`src/rtl/irq_router_pkg.sv`:
```
package irq_router_pkg;
  localparam int LINES  = 16;
  localparam int OUTS   = 5;
  localparam int FLDW   = 3;
  localparam int WORDW  = 16;
  localparam int NSTEER = 4;
  localparam int NSLOT  = 5;
  localparam int ADDRW  = 5;

  typedef struct packed {
    logic       ok;
    logic [1:0] sreg;
    logic [2:0] slot;
  } slot_t;

  // Which steering register and slot serves a line; ok=0 means fixed to output 0.
  function automatic slot_t slot_of(input bit grp, input int line);
    slot_t s;
    s = '0;
    if (!grp) begin
      if (line <= 3)        begin s.ok = 1'b1; s.sreg = 2'd0; s.slot = 3'(line); end
      else if (line == 8)   begin s.ok = 1'b1; s.sreg = 2'd0; s.slot = 3'd4; end
      else if (line == 9)   begin s.ok = 1'b1; s.sreg = 2'd1; s.slot = 3'd0; end
      else if (line == 11)  begin s.ok = 1'b1; s.sreg = 2'd1; s.slot = 3'd2; end
      else if (line == 12)  begin s.ok = 1'b1; s.sreg = 2'd1; s.slot = 3'd3; end
    end else begin
      if (line <= 1)        begin s.ok = 1'b1; s.sreg = 2'd2; s.slot = 3'(line); end
      else if (line >= 3 && line <= 5)
                            begin s.ok = 1'b1; s.sreg = 2'd2; s.slot = 3'(line - 1); end
      else if (line >= 6 && line <= 10)
                            begin s.ok = 1'b1; s.sreg = 2'd3; s.slot = 3'(line - 6); end
    end
    return s;
  endfunction

  // A slot is implemented when some line of either group maps onto it.
  function automatic bit slot_used(input int r, input int f);
    bit u;
    u = 1'b0;
    for (int g = 0; g < 2; g++)
      for (int l = 0; l < LINES; l++) begin
        slot_t s;
        s = slot_of(g[0], l);
        if (s.ok && int'(s.sreg) == r && int'(s.slot) == f) u = 1'b1;
      end
    return u;
  endfunction

  function automatic logic [WORDW-1:0] steer_reset(input int r);
    case (r)
      0:       return 16'h0040;
      2:       return 16'h0002;
      default: return '0;
    endcase
  endfunction
endpackage

```
`src/rtl/irq_regs.sv`:
```
module irq_regs
  import irq_router_pkg::*;
#(
  parameter int DW = WORDW,
  parameter int NS = NSTEER,
  parameter int AW = ADDRW,
  parameter int NO = OUTS,
  parameter int FW = FLDW,
  parameter int NF = NSLOT
) (
  input  logic                   clk,
  input  logic                   rst,
  input  logic                   we,
  input  logic                   re,
  input  logic [AW-1:0]          addr,
  input  logic [DW-1:0]          wdata,
  input  logic [DW-1:0]          req1,
  input  logic [DW-1:0]          req2,
  output logic [DW-1:0]          rdata,
  output logic [DW-1:0]          mask1,
  output logic [DW-1:0]          mask2,
  output logic [NS-1:0][DW-1:0]  steer
);
  localparam int IW       = AW - 1;
  localparam int STEER_LO = 4;

  logic [IW-1:0] idx;
  logic          even;
  logic [DW-1:0] rd_mux;

  assign idx  = addr[AW-1:1];
  assign even = !addr[0];

  function automatic logic [DW-1:0] merge(input int r, input logic [DW-1:0] cur,
                                          input logic [DW-1:0] wd);
    logic [DW-1:0] res;
    res = cur;
    for (int f = 0; f < NF; f++)
      if (slot_used(r, f) && int'(wd[FW*f +: FW]) < NO)
        res[FW*f +: FW] = wd[FW*f +: FW];
    return res;
  endfunction

  always_comb begin
    rd_mux = '0;
    if (even) begin
      case (int'(idx))
        0: rd_mux = req1;
        1: rd_mux = mask1;
        2: rd_mux = req2;
        3: rd_mux = mask2;
        default: begin
          for (int r = 0; r < NS; r++)
            if (int'(idx) == STEER_LO + r) rd_mux = steer[r];
        end
      endcase
    end
  end

  always_ff @(posedge clk) begin
    if (rst) begin
      mask1 <= '0;
      mask2 <= '0;
      rdata <= '0;
      for (int r = 0; r < NS; r++) steer[r] <= steer_reset(r);
    end else begin
      if (we && even && int'(idx) == 1) mask1 <= wdata;
      if (we && even && int'(idx) == 3) mask2 <= wdata;
      for (int r = 0; r < NS; r++)
        if (we && even && int'(idx) == STEER_LO + r) steer[r] <= merge(r, steer[r], wdata);
      if (re) rdata <= rd_mux;
    end
  end
endmodule

```
`src/rtl/irq_steer.sv`:
```
module irq_steer
  import irq_router_pkg::*;
#(
  parameter bit GRP = 1'b0,
  parameter int NL  = LINES,
  parameter int NO  = OUTS,
  parameter int NS  = NSTEER,
  parameter int DW  = WORDW,
  parameter int FW  = FLDW
) (
  input  logic [NL-1:0]          req,
  input  logic [NL-1:0]          mask,
  input  logic [NS-1:0][DW-1:0]  steer,
  output logic [NO-1:0][NL-1:0]  hit
);
  wire unused_steer = ^steer;

  for (genvar p = 0; p < NL; p++) begin : g_line
    localparam slot_t S = slot_of(GRP, p);
    logic [FW-1:0] route;
    if (S.ok) begin : g_prog
      assign route = steer[S.sreg][FW*int'(S.slot) +: FW];
    end else begin : g_fixed
      assign route = '0;
    end
    for (genvar n = 0; n < NO; n++) begin : g_out
      assign hit[n][p] = req[p] && mask[p] && (route == FW'(n));
    end
  end
endmodule

```
`src/rtl/irq_pick.sv`:
```
module irq_pick
  import irq_router_pkg::*;
#(
  parameter int NL = LINES,
  parameter int NO = OUTS,
  parameter int PW = $clog2(NL),
  parameter int IW = PW + 1
) (
  input  logic                  clk,
  input  logic                  rst,
  input  logic [NO-1:0][NL-1:0] hit1,
  input  logic [NO-1:0][NL-1:0] hit2,
  output logic [NO-1:0]         irq,
  output logic [NO-1:0][IW-1:0] first,
  output logic [NO-1:0]         stale
);
  logic [NO-1:0]         any_now;
  logic [NO-1:0][IW-1:0] id_d;

  always_comb begin
    for (int n = 0; n < NO; n++) begin
      any_now[n] = (|hit1[n]) || (|hit2[n]);
      id_d[n]    = '0;
      for (int p = NL - 1; p >= 0; p--)
        if (hit2[n][p]) id_d[n] = {1'b1, PW'(p)};
      for (int p = NL - 1; p >= 0; p--)
        if (hit1[n][p]) id_d[n] = {1'b0, PW'(p)};
    end
  end

  always_ff @(posedge clk) begin
    if (rst) begin
      irq   <= '0;
      first <= '0;
    end else begin
      irq   <= any_now;
      first <= id_d;
    end
  end

  assign stale = irq & ~any_now;
endmodule

```
`src/rtl/irq_router.sv`:
```
module irq_router
  import irq_router_pkg::*;
#(
  parameter int NL = LINES,
  parameter int NO = OUTS,
  parameter int DW = WORDW,
  parameter int NS = NSTEER,
  parameter int AW = ADDRW,
  parameter int IW = $clog2(NL) + 1
) (
  input  logic             clk,
  input  logic             rst,
  input  logic             bus_we,
  input  logic             bus_re,
  input  logic [AW-1:0]    bus_addr,
  input  logic [DW-1:0]    bus_wdata,
  output logic [DW-1:0]    bus_rdata,
  input  logic [NL-1:0]    req_g1,
  input  logic [NL-1:0]    req_g2,
  output logic [NO-1:0]    cpu_irq,
  output logic [NO*IW-1:0] first_src,
  output logic [NO-1:0]    stale
);
  logic [DW-1:0]          mask1, mask2;
  logic [NS-1:0][DW-1:0]  steer;
  logic [NO-1:0][NL-1:0]  hit1, hit2;
  logic [NO-1:0][IW-1:0]  first_arr;

  irq_regs #(.DW(DW), .NS(NS), .AW(AW), .NO(NO)) u_regs (
    .clk(clk), .rst(rst), .we(bus_we), .re(bus_re), .addr(bus_addr),
    .wdata(bus_wdata), .req1(req_g1), .req2(req_g2), .rdata(bus_rdata),
    .mask1(mask1), .mask2(mask2), .steer(steer)
  );

  irq_steer #(.GRP(1'b0), .NL(NL), .NO(NO), .NS(NS), .DW(DW)) u_steer1 (
    .req(req_g1), .mask(mask1), .steer(steer), .hit(hit1)
  );

  irq_steer #(.GRP(1'b1), .NL(NL), .NO(NO), .NS(NS), .DW(DW)) u_steer2 (
    .req(req_g2), .mask(mask2), .steer(steer), .hit(hit2)
  );

  irq_pick #(.NL(NL), .NO(NO)) u_pick (
    .clk(clk), .rst(rst), .hit1(hit1), .hit2(hit2),
    .irq(cpu_irq), .first(first_arr), .stale(stale)
  );

  assign first_src = first_arr;
endmodule

```
`config.mk`:
```
export PLATFORM = sky130hd
export DESIGN_NAME = irq_router
export DESIGN_NICKNAME = d
export VERILOG_FILES = /design/src/rtl/irq_router_pkg.sv /design/src/rtl/irq_regs.sv /design/src/rtl/irq_steer.sv /design/src/rtl/irq_pick.sv /design/src/rtl/irq_router.sv
export SDC_FILE = /design/constraint.sdc
export NUM_CORES = 1
export LEC_CHECK = 0
export BUFFER_PORTS_ARGS = -buffer_cell sky130_fd_sc_hd__buf_2
export CORE_ASPECT_RATIO = 0.75
export CORE_MARGIN = 10
export CORE_UTILIZATION = 35
export CTS_BUF_LIST = sky130_fd_sc_hd__clkbuf_16
export DETAILED_ROUTE_END_ITERATION = 8
export PLACE_DENSITY = 0.54
export SYNTH_ARGS = -nofsm -noshare
export SYNTH_HDL_FRONTEND = slang
export SYNTH_SLANG_ARGS = --single-unit
```
`constraint.sdc`:
```
create_clock -name clk -period 1.7 [get_ports clk]
set_input_delay 0.17 -clock clk [delete_from_list [all_inputs] [get_ports clk]]
set_output_delay 0.17 -clock clk [all_outputs]
set_load 0.03 [all_outputs]
```
==> summary.md <==
| Metric | Value |
|---|---|
| Outcome | finished with violations |
| Violated checks | setup timing |
| WL final | approximately 40000 um |
| Crit path buffers/inverters | 3 |
| Fin cells | 1653 |
| Clock skew | 0.0135 ns |
| Sw frac | 0.262 |
| Clk sink count | 132 |
| Met1 usage | 0.367 |
| Clk_lat worst skew | 0.44 ns |
| CP Data Required Time | 1.53 ns |
| Post-synth cell types | 68 |
| CP max stage delay | between 0.3 and 0.4 ns |
| Worst slew margin | 0.648 |
| Net Sw Power | 2.04 mW |
| Met3 Use GR | 0.122 |
| Cell mode on critical path | buf_6 |
| Total CTS buffers | 17 |
| Worst Path Arrival | 2.32 ns |
| Clock tree buffer depth | 2 |
| Hold path depth | 3 |
| Core area | 21100 um^2 |
| Total power | 7.79 mW |
| Worst slew pin tran | around 0.53 ns |
| Total congestion overflow | 0 |
| Setup ws final | -0.788 ns |
| All-Layer GR Usage | 0.273 |
| Final min period | 2.49 ns |
| Comb pwr share | 0.109 |
| Synth Flop Type | dfxtp_1 |
| Slowest CP cell | dfxtp_2 |
| Drt drc | 0 |
| Worst hold path type | input pin to flop |
| Fmax | 402 MHz |
| Initial DRC Count | about 1200 |
| I/O pins | 108 |
| TNS Setup | -5.49 ns |
| RSZ-0062 raised after global routing | yes |
| ANT cells | 0 |
| Post-DRT Antenna Nets | 0 |
| Setup CP Type | flop to output port |
| Sequential-to-total area share from yosys stat | 0.351 |
| Reg2Reg Depth | 10 |
| HPWL after detailed placement | 31400 um |
| Peak VDD IR | 0.000643 V |
| First-pass GRT wire length | 57000 um |
| Yosys top cell area share | 0.351 |
| Routability congestion estimate from global placement | between 1 and 1.5 |
| Number of max-cap violations | 0 |
| Async SR Flop Fraction | 0 |
| Largest net degree at the start of global routing | 72 |
| Top delay family on crit path | simple AND/OR/NAND/NOR gates |
| Net count, final | 1409 |
| Area leader, netlist | dfxtp_1 |
| Die area | 27800 um^2 |
| Root Buffer | clkbuf_16 |
| Reg clk slew, reported paths | 0.06 ns |
| Pleak | 5.49 nW |
| Final Hold Fails | 0 |
| DR vias | 9482 |
| Slew Viols, Final | 0 |
| Seq pwr share | 0.401 |
| Startpoint types | flop |
| Avg Inst Size Synth | 8.07 um^2 |
| Vias in the first global route | 8832 |
| Antenna violations before repair | 2 |
| Area Overhead vs Synth | 64.9% |
| #FFs+latches synth | 132 |
| EDFF count, synth | 0 |
| Via/cell ratio | 5.74 |
| Syn. warnings | 0 |
| CP Max Fanout | 2 |
| GRT met2 Usage | 0.369 |
| Rows | 46 |
| Most Crowded Layer GR | met2 |
| CP Capture Type | output port |
| Die height | about 150 um |
| PwrDens | 628 nW/um^2 |
| Crit share post-route | 1.46 |
| Final setup fails | 22 |
| Cells after Synth | 933 |
| Iteration count of the initial detailed-routing pass | 5 |
| Die extent in x | 189 um |
| Port bufs | 107 |
| Synth Net Count | 990 |
| # H-tree levels | 4 |
| Total stage count of the critical path | 9 |
| Initial core utilization | 0.357 |
| Dpl cells | 1592 |
| Layout cells sized above 1 | 0.489 |
| P_int | approximately 5.8 mW |
| Ranking of synthesized cells by area | dfxtp_1 (35%), o21ai_0 (6.4%), a21oi_1 (5.9%), nor2_1 (5.9%), mux2i_1 (5.4%) |
| Cell Area, Synth | 7530 um^2 |
| DR WL/cell | 24.0 um |
| CP Cell Sequence | buf_6, and3b_1, a2bb2o_4, nor4_4, nand2b_1, nor4b_2, buf_4, and2_4, buf_6 |
| CTS tree | yes |
| Clock share of power | 0.490 |
[path summary, 6_finish.rpt]
path                                  startpoint                to  slack (ns)
worst max-delay path            u_regs.steer[42]          stale[2]       -0.79
worst min register to register   u_regs.rdata[8]   u_regs.rdata[8]        0.50
worst max register to register  u_regs.steer[56]  u_pick.first[16]       -0.38
worst min-delay path                bus_wdata[3]  u_regs.steer[35]        0.08
[Yosys cell counts, drive strengths merged (3+ instances only)]
| master | instances |
|---|---|
| a211oi | 14 |
| a21oi | 89 |
| a222oi | 9 |
| a22o | 3 |
| a22oi | 19 |
| a31oi | 9 |
| and2 | 26 |
| and3 | 5 |
| and3b | 12 |
| and4b | 5 |
| buf | 12 |
| clkbuf | 22 |
| dfxtp | 132 |
| inv | 10 |
| mux2i | 41 |
| mux4 | 16 |
| nand2 | 84 |
| nand2b | 14 |
| nand3 | 31 |
| nand3b | 20 |
| nand4 | 10 |
| nand4b | 5 |
| nor2 | 119 |
| nor2b | 22 |
| nor3 | 29 |
| nor3b | 13 |
| nor4 | 6 |
| nor4b | 4 |
| nor4bb | 4 |
| o211ai | 3 |
| o21ai | 96 |
| o22ai | 7 |
| or2 | 5 |
| or3 | 3 |
| or3b | 9 |
[logic make-up after synthesis]
kind of cell / share of synthesized area
muxes: 0.102
DFF: 0.351
buffers and inverters: 0.0251
and+or+nand+nor: 0.305
AOI/OAI and AO/OA: 0.216
[flip-flops by register name, indices dropped and copies added, names as in the netlist]
name	count
u_regs.steer	54
u_pick.first	25
u_regs.mask1	16
u_regs.mask2	16
u_regs.rdata	16
u_pick.irq	5
[metal layers]
metal	vias up	wire length, um
met3	74	5150
met2	544	16100
met5	-	11
met4	2	1260
met1	4552	17100
li1	4310	-
[layout make-up]
class | instances | area [um^2]
Multi-Input combinational cell | 757 | 5480
Inverter | 10 | 37.5
Clock buffer | 17 | 425
Fill cell | 1926 | 8700
Clock inverter | 15 | 165
Tap cell | 288 | 360
Timing Repair Buffer | 434 | 3230
Sequential cell | 132 | 2730
[power by group through the flow]
| stage | sequential, mW | clock (mW) | combinational (mW) |
|---|---|---|---|
| final | 3.13 | 3.82 | 0.848 |
| after global routing | 3.13 | 3.97 | 0.887 |
| after CTS | 3.14 | 3.82 | 0.792 |
| after detailed placement | 3.21 | 0 | 0.754 |
| after global placement | 3.21 | 0 | 0.755 |
| after floorplan | 3.22 | 0 | 0.297 |
[layout by cell type, fill, tap and decap left out, types with 18 or more instances in the layout]
cell | Yosys | layout
buf_4 | 2 | 285
nor2_1 | 118 | 109
buf_2 | 6 | 101
o21ai_0 | 96 | 81
dfxtp_1 | 132 | 81
nand2_1 | 84 | 79
a21oi_1 | 89 | 77
buf_6 | 1 | 42
dfxtp_2 | 0 | 42
mux2i_1 | 41 | 41
nor3_1 | 29 | 24
nand3_1 | 31 | 22
nand3b_1 | 20 | 20
a22oi_1 | 19 | 19
and2_1 | 25 | 18
[worst min-delay path, stage by stage]
cell and delay [ns]:
buf_2 0.14, o21ai_0 0.08, a21oi_1 0.06
[repair_timing]
action / 4_1_cts / 5_1_grt
pin swaps: 48 / 53
setup buffers: 21 / 20
setup endpoints to repair: 30 / 41
hold buffers: 1 / 0
gates resized for setup: 152 / 103
hold endpoints to repair: 1 / 0
[per-stage QoR]
step	worst slack (ns)	hold slack [ns]	utilization	instance area (um^2)
final	-0.788	0.0763	0.588	12400
after global routing	-0.865	0.0849	0.588	12400
after CTS	-0.785	0.0628	0.565	11900
after detailed placement	-0.469	0.442	0.507	10700
after global placement	-0.465	0.443	0.507	10700
after floorplan	-0.188	0.314	-	7670
Note: power is estimated with default switching activity, not from simulation.
